<file path="src/rtl/pcrt_pkg.sv">
package pcrt_pkg;
  localparam int DEF_BASE_W  = 33;
  localparam int DEF_EXT_W   = 9;
  localparam int DEF_RSV_W   = 6;
  localparam int DEF_EXT_MAX = 299;

  // counter action, decided once in the top and shared by both fields
  typedef enum logic [1:0] {
    ACT_HOLD = 2'd0,
    ACT_STEP = 2'd1,
    ACT_LOAD = 2'd2
  } cnt_act_e;
endpackage

</file>
<file path="src/rtl/pcrt_ext_counter.sv">
module pcrt_ext_counter
  import pcrt_pkg::*;
#(
  parameter int EXT_W   = DEF_EXT_W,
  parameter int EXT_MAX = DEF_EXT_MAX
) (
  input  logic             clk,
  input  logic             rst,
  input  cnt_act_e         act,
  input  logic [EXT_W-1:0] load_ext,
  output logic [EXT_W-1:0] ext_q,
  output logic             carry
);
  localparam logic [EXT_W-1:0] MAX_V = EXT_W'(EXT_MAX);

  logic             at_max;
  logic [EXT_W-1:0] load_sat;

  assign at_max   = (ext_q == MAX_V);
  assign load_sat = (load_ext > MAX_V) ? MAX_V : load_ext;
  assign carry    = (act == ACT_STEP) && at_max;

  always_ff @(posedge clk) begin
    if (rst) begin
      ext_q <= '0;
    end else begin
      unique case (act)
        ACT_LOAD: ext_q <= load_sat;
        ACT_STEP: ext_q <= at_max ? '0 : ext_q + EXT_W'(1);
        default:  ext_q <= ext_q;
      endcase
    end
  end

  p_ext_range_r1: assert property (@(posedge clk) disable iff (rst)
    ext_q <= MAX_V);
  p_ext_wrap_r1: assert property (@(posedge clk) disable iff (rst)
    (act == ACT_STEP && ext_q == MAX_V) |=> ext_q == '0);
  p_ext_step_r1: assert property (@(posedge clk) disable iff (rst)
    (act == ACT_STEP && ext_q < MAX_V) |=> ext_q == $past(ext_q) + EXT_W'(1));
  p_ext_clamp_r10: assert property (@(posedge clk) disable iff (rst)
    (act == ACT_LOAD && load_ext > MAX_V) |=> ext_q == MAX_V);
  p_ext_reset_r11: assert property (@(posedge clk)
    rst |=> ext_q == '0);
endmodule

</file>
<file path="src/rtl/pcrt_base_counter.sv">
module pcrt_base_counter
  import pcrt_pkg::*;
#(
  parameter int BASE_W = DEF_BASE_W
) (
  input  logic              clk,
  input  logic              rst,
  input  cnt_act_e          act,
  input  logic              carry_in,
  input  logic [BASE_W-1:0] load_base,
  output logic [BASE_W-1:0] base_q
);
  always_ff @(posedge clk) begin
    if (rst) begin
      base_q <= '0;
    end else if (act == ACT_LOAD) begin
      base_q <= load_base;
    end else if (carry_in) begin
      base_q <= base_q + BASE_W'(1);
    end
  end

  p_base_inc_r2: assert property (@(posedge clk) disable iff (rst)
    (carry_in && act != ACT_LOAD) |=> base_q == $past(base_q) + BASE_W'(1));
  p_base_still_r2: assert property (@(posedge clk) disable iff (rst)
    (!carry_in && act != ACT_LOAD) |=> $stable(base_q));
  p_base_load_r9: assert property (@(posedge clk) disable iff (rst)
    (act == ACT_LOAD) |=> base_q == $past(load_base));
  p_base_reset_r11: assert property (@(posedge clk)
    rst |=> base_q == '0);
endmodule

</file>
<file path="src/rtl/pcrt_snapshot.sv">
module pcrt_snapshot
  import pcrt_pkg::*;
#(
  parameter int BASE_W = DEF_BASE_W,
  parameter int EXT_W  = DEF_EXT_W,
  parameter int RSV_W  = DEF_RSV_W,
  localparam int TS_W  = BASE_W + RSV_W + EXT_W
) (
  input  logic              clk,
  input  logic              rst,
  input  logic              capture,
  input  logic [BASE_W-1:0] snap_base,
  input  logic [EXT_W-1:0]  snap_ext,
  output logic              valid,
  input  logic              ready,
  output logic [TS_W-1:0]   data
);
  localparam int EXT_LO = 0;
  localparam int RSV_LO = EXT_W;
  localparam int BAS_LO = EXT_W + RSV_W;

  logic accept;
  assign accept = capture && (!valid || ready);

  always_ff @(posedge clk) begin
    if (rst) begin
      valid <= 1'b0;
      data  <= '0;
    end else if (accept) begin
      valid <= 1'b1;
      data  <= {snap_base, {RSV_W{1'b1}}, snap_ext};
    end else if (ready) begin
      valid <= 1'b0;
    end
  end

  p_hold_r7: assert property (@(posedge clk) disable iff (rst)
    (valid && !ready) |=> valid && $stable(data));
  p_drop_r7: assert property (@(posedge clk) disable iff (rst)
    (valid && ready && !capture) |=> !valid);
  p_capture_r6: assert property (@(posedge clk) disable iff (rst)
    (capture && (!valid || ready)) |=>
      valid && data[BAS_LO +: BASE_W] == $past(snap_base)
            && data[EXT_LO +: EXT_W] == $past(snap_ext));
  p_reserved_r5: assert property (@(posedge clk) disable iff (rst)
    valid |-> data[RSV_LO +: RSV_W] == {RSV_W{1'b1}});
  p_valid_reset_r11: assert property (@(posedge clk)
    rst |=> !valid);
endmodule

</file>
<file path="src/rtl/pcr_time_counter.sv">
module pcr_time_counter
  import pcrt_pkg::*;
#(
  parameter int BASE_W  = DEF_BASE_W,
  parameter int EXT_W   = DEF_EXT_W,
  parameter int RSV_W   = DEF_RSV_W,
  parameter int EXT_MAX = DEF_EXT_MAX,
  localparam int TS_W   = BASE_W + RSV_W + EXT_W
) (
  input  logic              clk,
  input  logic              rst,
  input  logic              tick,
  input  logic              load_en,
  input  logic [BASE_W-1:0] load_base,
  input  logic [EXT_W-1:0]  load_ext,
  input  logic              pkt_arrive,
  output logic              ts_valid,
  input  logic              ts_ready,
  output logic [TS_W-1:0]   ts_data,
  output logic [BASE_W-1:0] cnt_base,
  output logic [EXT_W-1:0]  cnt_ext
);
  cnt_act_e act;
  logic     carry;

  // load outranks tick
  always_comb begin
    if (load_en)   act = ACT_LOAD;
    else if (tick) act = ACT_STEP;
    else           act = ACT_HOLD;
  end

  pcrt_ext_counter #(.EXT_W(EXT_W), .EXT_MAX(EXT_MAX)) u_ext (
    .clk      (clk),
    .rst      (rst),
    .act      (act),
    .load_ext (load_ext),
    .ext_q    (cnt_ext),
    .carry    (carry)
  );

  pcrt_base_counter #(.BASE_W(BASE_W)) u_base (
    .clk       (clk),
    .rst       (rst),
    .act       (act),
    .carry_in  (carry),
    .load_base (load_base),
    .base_q    (cnt_base)
  );

  // snapshot sees the registered count, i.e. the value before this cycle's update
  pcrt_snapshot #(.BASE_W(BASE_W), .EXT_W(EXT_W), .RSV_W(RSV_W)) u_snap (
    .clk       (clk),
    .rst       (rst),
    .capture   (pkt_arrive),
    .snap_base (cnt_base),
    .snap_ext  (cnt_ext),
    .valid     (ts_valid),
    .ready     (ts_ready),
    .data      (ts_data)
  );

  p_hold_no_tick_r4: assert property (@(posedge clk) disable iff (rst)
    (!tick && !load_en) |=> $stable(cnt_base) && $stable(cnt_ext));
  p_load_wins_r9: assert property (@(posedge clk) disable iff (rst)
    (load_en && load_ext <= EXT_W'(EXT_MAX)) |=>
      cnt_ext == $past(load_ext) && cnt_base == $past(load_base));
endmodule

</file>
<file path="config.mk">
export PLATFORM = sky130hd
export DESIGN_NAME = pcr_time_counter
export DESIGN_NICKNAME = d
export VERILOG_FILES = /design/src/rtl/pcrt_pkg.sv /design/src/rtl/pcrt_ext_counter.sv /design/src/rtl/pcrt_base_counter.sv /design/src/rtl/pcrt_snapshot.sv /design/src/rtl/pcr_time_counter.sv
export SDC_FILE = /design/constraint.sdc
export NUM_CORES = 1
export LEC_CHECK = 0
export ABC_CLOCK_PERIOD_IN_PS = 2600
export BUFFER_PORTS_ARGS = -buffer_cell sky130_fd_sc_hd__buf_4
export CAP_MARGIN = 20
export CORE_MARGIN = 2
export CORE_UTILIZATION = 50
export CTS_BUF_LIST = sky130_fd_sc_hd__clkbuf_4 sky130_fd_sc_hd__clkbuf_8
export DETAILED_ROUTE_END_ITERATION = 7
export MAX_ROUTING_LAYER = met4
export PLACE_DENSITY = 0.91
export SYNTH_ARGS = -nofsm -noshare
export SYNTH_HDL_FRONTEND = slang
export SYNTH_SLANG_ARGS = --single-unit
</file>
<file path="constraint.sdc">
create_clock -name clk -period 2.6 [get_ports clk]
set_clock_uncertainty 0.15 [all_clocks]
set_input_delay 0.65 -clock clk [delete_from_list [all_inputs] [get_ports clk]]
set_output_delay 0.65 -clock clk [all_outputs]
set_load 0.01 [all_outputs]
</file>
==> results of run 1 <==
how the worst min path moves through the flow:
stage / end / cells past startpoint / from / slack (ns)
2_1_floorplan: u_snap.data[0]$_SDFFE_PP0P_ / 2 / u_snap.data[0]$_SDFFE_PP0P_ / 0.33
3_3_place_gp: u_snap.data[29]$_SDFFE_PP0P_ / 2 / u_snap.data[29]$_SDFFE_PP0P_ / 0.29
3_5_place_dp: u_snap.data[28]$_SDFFE_PP0P_ / 2 / u_snap.data[28]$_SDFFE_PP0P_ / 0.30
4_1_cts: u_snap.data[28]$_SDFFE_PP0P_ / 2 / u_snap.data[28]$_SDFFE_PP0P_ / 0.31
5_1_grt: u_snap.data[43]$_SDFFE_PP0P_ / 2 / u_snap.data[43]$_SDFFE_PP0P_ / 0.33
6_report: u_snap.data[28]$_SDFFE_PP0P_ / 2 / u_snap.data[28]$_SDFFE_PP0P_ / 0.31
worst max-delay path, cell delays in order (launching register included):
cell and delay (ns):
dfxtp_1 0.36, ha_1 0.24, and4bb_1 0.29, buf_4 0.18
a211o_1 0.44, or3_1 0.40, a31oi_1 0.16
metrics by stage:
stage / std cells / power [mW] / cell area, µm² / worst slack (ns)
2_1_floorplan: 502 / 1.71 / 4100 / 0.515
3_3_place_gp: 720 / 1.93 / 5170 / 0.239
3_5_place_dp: 720 / 1.95 / 5170 / 0.157
4_1_cts: 736 / 3.09 / 5420 / 0.222
5_1_grt: 736 / 3.20 / 5430 / 0.140
6_report: 736 / 3.09 / 5430 / 0.304
area by class of cell:
type / instances / area, µm²
Fill cell: 679 / 2660
Multi-Input combinational cell: 367 / 2130
Sequential cell: 86 / 1720
Timing Repair Buffer: 153 / 1160
Clock buffer: 11 / 145
Tap cell: 105 / 131
Clock inverter: 5 / 106
Inverter: 9 / 33.8
kinds of logic after synthesis:
kind of cell / Yosys count / share of synthesized area
XOR/XNOR: 29 / 0.0619
adder cells (fa/ha/maj): 2 / 0.00610
multiplexers: 2 / 0.00488
flip-flops: 86 / 0.420
AO/OA/AOI/OAI: 112 / 0.164
AND/OR/NAND/NOR: 222 / 0.281
buffers and inverters: 49 / 0.0626
sequential cells by signal, summed over array words and instances (netlist names):
signal         cells
u_snap.data       43
u_base.base_q     33
u_ext.ext_q        9
u_snap.valid       1
what timing repair did:
action | 4_1_cts | 5_1_grt
hold endpoints to repair | 0 | 0
gates resized for setup | 0 | 1
endpoints found under the setup margin | 0 | 1
per-layer routing:
| layer | global-route usage | vias to the layer above | routed length [µm] |
|---|---|---|---|
| li1 | - | 1984 | - |
| met1 | 0.329 | 1917 | 4890 |
| met2 | 0.443 | 142 | 5710 |
| met3 | 0.0391 | 25 | 651 |
| met4 | 0.0954 | 0 | 248 |
| met5 | - | - | 0 |
cells in the final DEF (no fill, tap or decap), types with 7 or more instances in the layout:
| cell | instances |
|---|---|
| nor3_1 | 7 |
| o21ai_0 | 11 |
| nand3_1 | 12 |
| nand2_1 | 109 |
| and3_1 | 10 |
| clkbuf_8 | 10 |
| a21oi_1 | 60 |
| a211oi_1 | 20 |
| nor4_1 | 8 |
| dfxtp_1 | 86 |
| buf_4 | 152 |
| nor2_1 | 38 |
| inv_1 | 8 |
| xnor2_1 | 27 |
power by group:
group,internal [mW],leakage [nW],switching [mW]
sequential,1.39,0.707,0.0847
combinational,0.223,1.40,0.228
clock,0.677,0.123,0.488
total,2.29,2.23,0.800
==> metrics.md, run 1 <==
| Metric | Value |
|---|---|
| Status | `finished, final reports clean` |
| Critical path required time | `2.73 ns` |
| Yosys top cell by area | `dfxtp_1` |
| DRT antenna net count | `0` |
| Initial antenna violation count | `0` |
| Via density per instance | `5.53` |
| Post-synth top area share | `0.420` |
| Worst-skew pair later-pin latency | `0.36 ns` |
| TritonCTS Buffers | `9` |
| Mapped Area | `slightly above 0.004 mm²` |
| Hold Crit Class | `reg2reg` |
| Die area | `just under 0.009 mm²` |
| Fin. max-slew vios | `0` |
| CTS H-Tree Depth | `3` |
| Worst Setup End Kind | `register` |
| Final setup viols | `0` |
| Rows | `33` |
| LEAKAGE | `2.23 nW` |
| Max clock buf depth | `2` |
| Post-synth EDFFs | `0` |
| PD cells | `569 mW/mm²` |
| Synth warnings | `0` |
| Overall routed net length | `11,500 µm` |
| Minimum clock period | `2.30 ns` |
| Max-cap violations | `0` |
| First-pass GRT wire length | `18,400 µm` |
| Setup CP Type | `reg2reg` |
| Via count | `approximately 4,100` |
| Worst Path Max Fanout | `12` |
| Horiz. Die Dim | `94.6 µm` |
| Share of cells above drive strength 1 | `0.298` |
| CP arrival | `approximately 2.4 ns` |
| Worst Reg2Reg Path Length in Cells | `6` |
| DRT Pass-1 Iters | `5` |
| RSZ-0062 raised after global routing | `false` |
| Type of origin of the critical path | `register` |
| CTS tree | `yes` |
| Ports | `139` |
| Synth Area per Inst | `slightly above 8 µm²` |
| Largest net degree at the start of global routing | `around 60` |
| HPWL Detailed | `~8300 µm` |
| Sequential-to-total area share from yosys stat | `0.420` |
| CTS Sinks | `86` |
| Final Util | `0.671` |
| Area delta synth->final | `32.4%` |
| Least-Margin Pin Slew | `0.616 ns` |
| Worst hold slack | `a little over 0.3 ns` |
| Tcrit/Tclk final | `0.883` |
| GRT Util Overall | `0.266` |
| Main synth FF type | `dfxtp_1` |
| Most common cell in the netlist | `nand2_1` |
| Buffers on Ports | `approximately 140` |
| Drt drc | `0` |
| Antenna Cells | `0` |
| Vias in the first global route | `about 3,900` |
| Synth cell count leaders | `nand2_1, dfxtp_1, a21oi_1, nor2_1, xnor2_1` |
| Synth top area cells | `dfxtp_1, nand2_1, a21oi_1, xnor2_1, a211oi_1` |
| Initial core utilization | `0.507` |
| Crit path to | `u_ext.ext_q[5]$_SDFFE_PP0P_` |
| Unique cell type count in the Yosys netlist | `50` |
| Synth Instances | `502` |
| Final hold vios | `0` |
| Max VDD drop | `0.342 mV` |
| Critical Path Start | `u_ext.ext_q[0]$_SDFFE_PP0P_` |
| Die height | `roughly 95 µm` |
| Fraction of registers with async set/reset | `0` |
| Routed len/inst | `15.6 µm` |
| Congestion Overflow GR | `0` |
| Clk Tree Root Cell | `clkbuf_8` |
| Worst R2R Setup Slack | `between 0.3 and 0.4 ns` |
| Postcts setup bufs | `0` |
| #FFs+latches synth | `86` |
| Worst slew margin | `0.589` |
| Worst R2R End | `u_ext.ext_q[5]$_SDFFE_PP0P_` |
| Syn_nets | `552` |
| Hold-fix buffers, CTS | `0` |
| Fmax | `435 MHz` |
| Setup TNS | `0 ns` |
| Worst-path clk slew | `approximately 0.080 ns` |
| NumNets Final | `676` |
| Initial DRC count | `221` |
| Reg-to-reg startpoint | `u_ext.ext_q[0]$_SDFFE_PP0P_` |
| Core ar. | `0.00809 mm²` |
| GP Congestion | `0.955` |
(Power assumes the default switching activity.)
==> run 2, diff against run 1 <==
--- a/config.mk
+++ b/config.mk
@@ -5,9 +5,8 @@
 export SDC_FILE = /design/constraint.sdc
 export NUM_CORES = 1
 export LEC_CHECK = 0
-export ABC_CLOCK_PERIOD_IN_PS = 2600
+export ABC_CLOCK_PERIOD_IN_PS = 2900
 export BUFFER_PORTS_ARGS = -buffer_cell sky130_fd_sc_hd__buf_4
-export CAP_MARGIN = 20
 export CORE_MARGIN = 2
 export CORE_UTILIZATION = 50
 export CTS_BUF_LIST = sky130_fd_sc_hd__clkbuf_4 sky130_fd_sc_hd__clkbuf_8
==> constraint.sdc (replaced) <==
create_clock -name clk -period 2.9 [get_ports clk]
set_clock_uncertainty 0.15 [all_clocks]
set_input_delay 0.725 -clock clk [delete_from_list [all_inputs] [get_ports clk]]
set_output_delay 0.725 -clock clk [all_outputs]
set_load 0.01 [all_outputs]
==> metrics.md, run 2 (synthesis results as in run 1) <==
| Metric | Value |
|---|---|
| Status | `finished, final reports clean` |
| Gate power share | `0.155` |
| Hold-fix buffers, CTS | `0` |
| Die area | `0.00894 mm²` |
| Top flop regs | `u_snap.data x43, u_base.base_q x33, u_ext.ext_q x9` |
| Worst Path Max Fanout | `14` |
| Minimum clock period | `2.54 ns` |
| Drt drc | `0` |
| RSZ-0062 raised after global routing | `false` |
| Die height | `94.6 µm` |
| Final hold vios | `0` |
| Sequential power share | `0.530` |
| DRT Pass-1 Iters | `4` |
| GRT Util Overall | `0.261` |
| Max-cap violations | `0` |
| Pre-CTS WS | `~0.37 ns` |
| CTS Sinks | `between 80 and 90` |
| Type of origin of the critical path | `register` |
| Critical path required time | `3.02 ns` |
| Clock Power Share | `0.315` |
| DR top layer | `met4` |
| Internal | `1.78 mW` |
| Overall routed net length | `around 11,000 µm` |
| Net Switching | `722 µW` |
| NumNets Final | `around 670` |
| Buffers on Ports | `138` |
| Share of cells above drive strength 1 | `0.288` |
| Rows | `33` |
| Least-Margin Pin Slew | `0.739 ns` |
| Vias in the first global route | `3,708` |
| CTS tree | `yes` |
| Fmax | `393 MHz` |
| Initial core utilization | `0.507` |
| Setup TNS | `0 ns` |
| Fin. max-slew vios | `0` |
| Clk Tree Root Cell | `clkbuf_8` |
| Power, Total | `2.50 mW` |
| LEAKAGE | `2.14 nW` |
| Sw Share | `0.289` |
| Commonest cells after routing, fill and taps aside | `buf_4, nand2_1, dfxtp_1, a21oi_1, nor2_1` |
| DRT antenna net count | `0` |
| Tcrit/Tclk final | `0.877` |
| Setup CP Type | `reg2reg` |
| Postcts setup bufs | `0` |
| Ports | `roughly 140` |
| CTS H-Tree Depth | `3` |
| Max clock buf depth | `2` |
| HPWL Detailed | `roughly 8000 µm` |
| Core ar. | `roughly 0.0081 mm²` |
| Initial DRC count | `approximately 170` |
| Worst slew margin | `0.508` |
| First-pass GRT wire length | `17,900 µm` |
| Routed len/inst | `15.6 µm` |
| PD cells | `474 mW/mm²` |
| Final Util | `0.652` |
| Horiz. Die Dim | `about 95 µm` |
| Worst Setup End Kind | `register` |
| Worst-path clk slew | `0.09 ns` |
| Setup ws final | `0.358 ns` |
| Max reg flops | `43` |
| Worst R2R Setup Slack | `0.36 ns` |
| Area delta synth->final | `28.6%` |
| Initial antenna violation count | `0` |
| Via density per instance | `5.52` |
| WL met1 | `around 5000 µm` |
| Via count | `4,012` |
| Max VDD drop | `0.200 mV` |
| Worst-skew pair later-pin latency | `around 0.36 ns` |
| TritonCTS Buffers | `9` |
| Antenna Cells | `0` |
| DR WL met2 | `5400 µm` |
| Congestion Overflow GR | `0` |
| CP arrival | `about 2.7 ns` |
| GP Congestion | `a little under 0.9` |
| Final setup viols | `0` |
| Largest Register | `u_snap.data` |
| Most common cell after layout, fill and taps aside | `buf_4` |
| Hold Crit Class | `reg2reg` |
| Largest net degree at the start of global routing | `72` |
| Resized cells post-CTS | `0` |
| Met3 WL | `between 600 and 700 µm` |
==> run 2: cell count changes in the layout (fill, tap and decap cells not counted) <==
cell and delta:
clkinv_2 +1, bufinv_16 -3, clkinv_4 +1, inv_6 +1, clkinvlp_4 +1, buf_4 -8, clkbuf_4 -1, buf_12 -1
nand4_4 -1, nand4_2 +1
==> run 2: final cells by class <==
class | instances | area (µm²)
tap | 105 | 131
multi-input combinational | 367 | 2120
fill | 692 | 2820
sequential | 86 | 1720
clock buffer | 10 | 138
clock inverter | 6 | 46.3
timing repair buffer | 144 | 1080
inverter | 9 | 33.8
==> run 2: path summary, 6_finish.rpt <==
kind                                     start                             end  cells past startpoint
setup / recovery   u_ext.ext_q[0]$_SDFFE_PP0P_  u_base.base_q[28]$_SDFFE_PP0P_                      6
hold / removal    u_snap.data[27]$_SDFFE_PP0P_    u_snap.data[27]$_SDFFE_PP0P_                      2
setup reg to reg   u_ext.ext_q[0]$_SDFFE_PP0P_  u_base.base_q[28]$_SDFFE_PP0P_                      6
hold reg to reg   u_snap.data[27]$_SDFFE_PP0P_    u_snap.data[27]$_SDFFE_PP0P_                      2
==> run 2: metal layers <==
layer	up-vias	track usage
met2	140	0.420
li1	1967	-
met4	0	0.115
met3	28	0.0479
met1	1877	0.322
met5	-	-
==> run 2: through the flow <==
step	std cells	instance area [µm²]	hold slack (ns)
6_report	727	5270	0.309
4_1_cts	727	5270	0.312
2_1_floorplan	502	4100	0.331
3_5_place_dp	711	5090	0.301
5_1_grt	727	5270	0.330
3_3_place_gp	711	5090	0.292
==> run 2: worst max-delay path: stages (launching register included) <==
cell      delay (ns)
dfxtp_1         0.42
ha_1            0.22
and4bb_1        0.43
nand4_2         0.48
nor4_1          0.40
xnor2_1         0.11
a211oi_1        0.23
==> run 2: power groups by stage <==
stage	Sequential, mW	Clock (mW)	Combinational [mW]
3_3_place_gp	1.35	0	0.379
3_5_place_dp	1.35	0	0.387
6_report	1.32	0.787	0.386
5_1_grt	1.33	0.844	0.422
4_1_cts	1.32	0.800	0.388
2_1_floorplan	1.36	0	0.174
==> run 3, diff against run 2 <==
--- a/config.mk
+++ b/config.mk
@@ -5,14 +5,16 @@
 export SDC_FILE = /design/constraint.sdc
 export NUM_CORES = 1
 export LEC_CHECK = 0
+export ABC_AREA = 1
 export ABC_CLOCK_PERIOD_IN_PS = 2900
 export BUFFER_PORTS_ARGS = -buffer_cell sky130_fd_sc_hd__buf_4
 export CORE_MARGIN = 2
 export CORE_UTILIZATION = 50
 export CTS_BUF_LIST = sky130_fd_sc_hd__clkbuf_4 sky130_fd_sc_hd__clkbuf_8
 export DETAILED_ROUTE_END_ITERATION = 7
+export HOLD_SLACK_MARGIN = 0.06
 export MAX_ROUTING_LAYER = met4
-export PLACE_DENSITY = 0.91
+export PLACE_DENSITY = 0.89
 export SYNTH_ARGS = -nofsm -noshare
 export SYNTH_HDL_FRONTEND = slang
 export SYNTH_SLANG_ARGS = --single-unit
==> metrics.md, run 3 <==
| Metric | Value |
|---|---|
| Worst-skew pair later-pin latency | `0.37 ns` |
| Fmax | `428 MHz` |
| Synth cell count leaders | `nand2_1, nor2_1, dfxtp_1, o21ai_0, a21oi_1` |
| Worst Path Max Fanout | `34` |
| Final hold vios | `0` |
| Area delta synth->final | `27.4%` |
| Initial antenna violation count | `0` |
| Antenna Cells | `0` |
| Congestion Overflow GR | `0` |
| Share of cells above drive strength 1 | `0.240` |
| Final Util | `0.662` |
| Clk Tree Root Cell | `clkbuf_8` |
| Worst-path clk slew | `0.10 ns` |
| GRT Util Overall | `0.279` |
| Sequential-to-total area share from yosys stat | `0.376` |
| Ports | `139` |
| Grt met3 use | `0.0429` |
| Initial DRC count | `around 400` |
| Least-Margin Pin Slew | `0.647 ns` |
| Pre-CTS WS | `0.517 ns` |
| PD cells | `471 mW/mm²` |
| Setup CP Type | `reg2reg` |
| Rows | `34` |
| Drt drc | `0` |
| Status | `finished, final reports clean` |
| Overall routed net length | `13,400 µm` |
| CTS H-Tree Depth | `3` |
| Met1 Use GR | `0.383` |
| Unique cell type count in the Yosys netlist | `35` |
| Max VDD drop | `0.215 mV` |
| Max reg flops | `between 40 and 50` |
| Synth warnings | `0` |
| Routed len/inst | `14.3 µm` |
| Commonest cells after routing, fill and taps aside | `nand2_1, buf_4, nor2_1, dfxtp_1, o21ai_0` |
| CTS tree | `yes` |
| Post-synth EDFFs | `0` |
| Synth top area cells | `dfxtp_1, nand2_1, nor2_1, o21ai_0, a21oi_1` |
| Via count | `~5,000` |
| Resized cells post-CTS | `0` |
| Area of the multi-input gates | `0.00249 mm²` |
| Worst Setup End Kind | `register` |
| Setup ws final | `between 0.5 and 0.6 ns` |
| Power, Total | `2.75 mW` |
| Syn_nets | `758` |
| CP arrival | `2.48 ns` |
| HPWL Detailed | `9710 µm` |
| Postcts setup bufs | `0` |
| NumNets Final | `875` |
| Die height | `99.6 µm` |
| Met2 usage | `0.425` |
| Core ar. | `0.00881 mm²` |
| Global route hottest layer | `met2` |
| Most common cell in the netlist | `nand2_1` |
| Top flop regs | `u_snap.data x43, u_base.base_q x33, u_ext.ext_q x9` |
| Max-cap violations | `0` |
| Worst slew margin | `0.568` |
| Buffers on Ports | `138` |
| Register area | `0.00172 mm²` |
| Mapped Area | `0.00457 mm²` |
| Post-synth top area share | `0.376` |
| # fillers | `774` |
| Hold Crit Class | `reg2reg` |
| TritonCTS Buffers | `9` |
| Fin. max-slew vios | `0` |
| Largest net degree at the start of global routing | `just over 50` |
| Die area | `0.00993 mm²` |
| Fraction of registers with async set/reset | `0` |
| Initial core utilization | `0.519` |
| Vias in the first global route | `4,407` |
| Type of origin of the critical path | `register` |
| Main synth FF type | `dfxtp_1` |
| Hold-fix buffers, CTS | `0` |
| Horiz. Die Dim | `99.6 µm` |
| Tcrit/Tclk final | `0.805` |
| Most common cell after layout, fill and taps aside | `nand2_1` |
| DRT antenna net count | `0` |
| Final setup viols | `0` |
| RSZ-0062 raised after global routing | `false` |
| LEAKAGE | `2.46 nW` |
| #FFs+latches synth | `86` |
| First-pass GRT wire length | `~22,000 µm` |
| GP Congestion | `0.933` |
| Synth Instances | `708` |
| DRT Pass-1 Iters | `6` |
| Synth Area per Inst | `6.46 µm²` |
| Max clock buf depth | `2` |
| CTS Sinks | `between 80 and 90` |
| Minimum clock period | `around 2.3 ns` |
| Via density per instance | `5.36` |
| Yosys top cell by area | `dfxtp_1` |
| Largest Register | `u_snap.data` |
| Critical path required time | `around 3 ns` |
| Setup TNS | `0 ns` |
[run 3: power breakdown]
group	switching, mW	leakage, nW	internal (mW)	total, mW
logic	0.275	1.66	0.237	0.512
clock network	0.480	0.0964	0.407	0.887
registers	0.0867	0.710	1.26	1.35
[run 3: logic make-up after synthesis]
group	Yosys count	share of synthesized area
adder cells (fa/ha/maj)	2	0.00547
AND/OR/NAND/NOR	383	0.345
buffers and inverters	82	0.0780
XOR/XNOR	11	0.0211
flip-flops	86	0.376
AO/OA/AOI/OAI	144	0.174
[run 3: metrics by stage]
stage               instance area (µm²)  std cells  hold WS [ns]
floorplan                          4570        708         0.359
global placement                   5620        922         0.314
detailed placement                 5620        922         0.326
CTS                                5830        938         0.344
global route                       5830        938         0.365
finish                             5830        938         0.341
[run 3: worst paths after layout]
check	start	endpoint	slack (ns)	cells past startpoint
setup / recovery	u_ext.ext_q[0]$_SDFFE_PP0P_	u_base.base_q[24]$_SDFFE_PP0P_	0.57	9
hold / removal	u_snap.data[8]$_SDFFE_PP0P_	u_snap.data[8]$_SDFFE_PP0P_	0.34	2
hold reg to reg	u_snap.data[8]$_SDFFE_PP0P_	u_snap.data[8]$_SDFFE_PP0P_	0.34	2
setup reg to reg	u_ext.ext_q[0]$_SDFFE_PP0P_	u_base.base_q[24]$_SDFFE_PP0P_	0.57	9
[run 3: routing by layer]
layer | share of wire | up-vias
li1 | - | 2520
met1 | 0.44 | 2271
met2 | 0.46 | 218
met3 | 0.078 | 21
met4 | 0.018 | 0
met5 | 0 | -
[run 3: worst max-delay path, stage by stage (launching register included)]
cell and delay (ns):
dfxtp_1 0.43, ha_1 0.25, nand2_1 0.08, nor3_2 0.16, nand3_2 0.14, nand2_4 0.30, inv_2 0.34, nor2_2 0.17
nand2_1 0.09, a21oi_2 0.13
[run 3: cell type report]
type,count,share of cell area
flip-flops and latches,86,0.295
multi-input cells,540,0.428
repair buffers,144,0.190
clock buffers,9,0.0213
inverters,44,0.0283
well taps,108,0.0232
clock inverters,7,0.0137
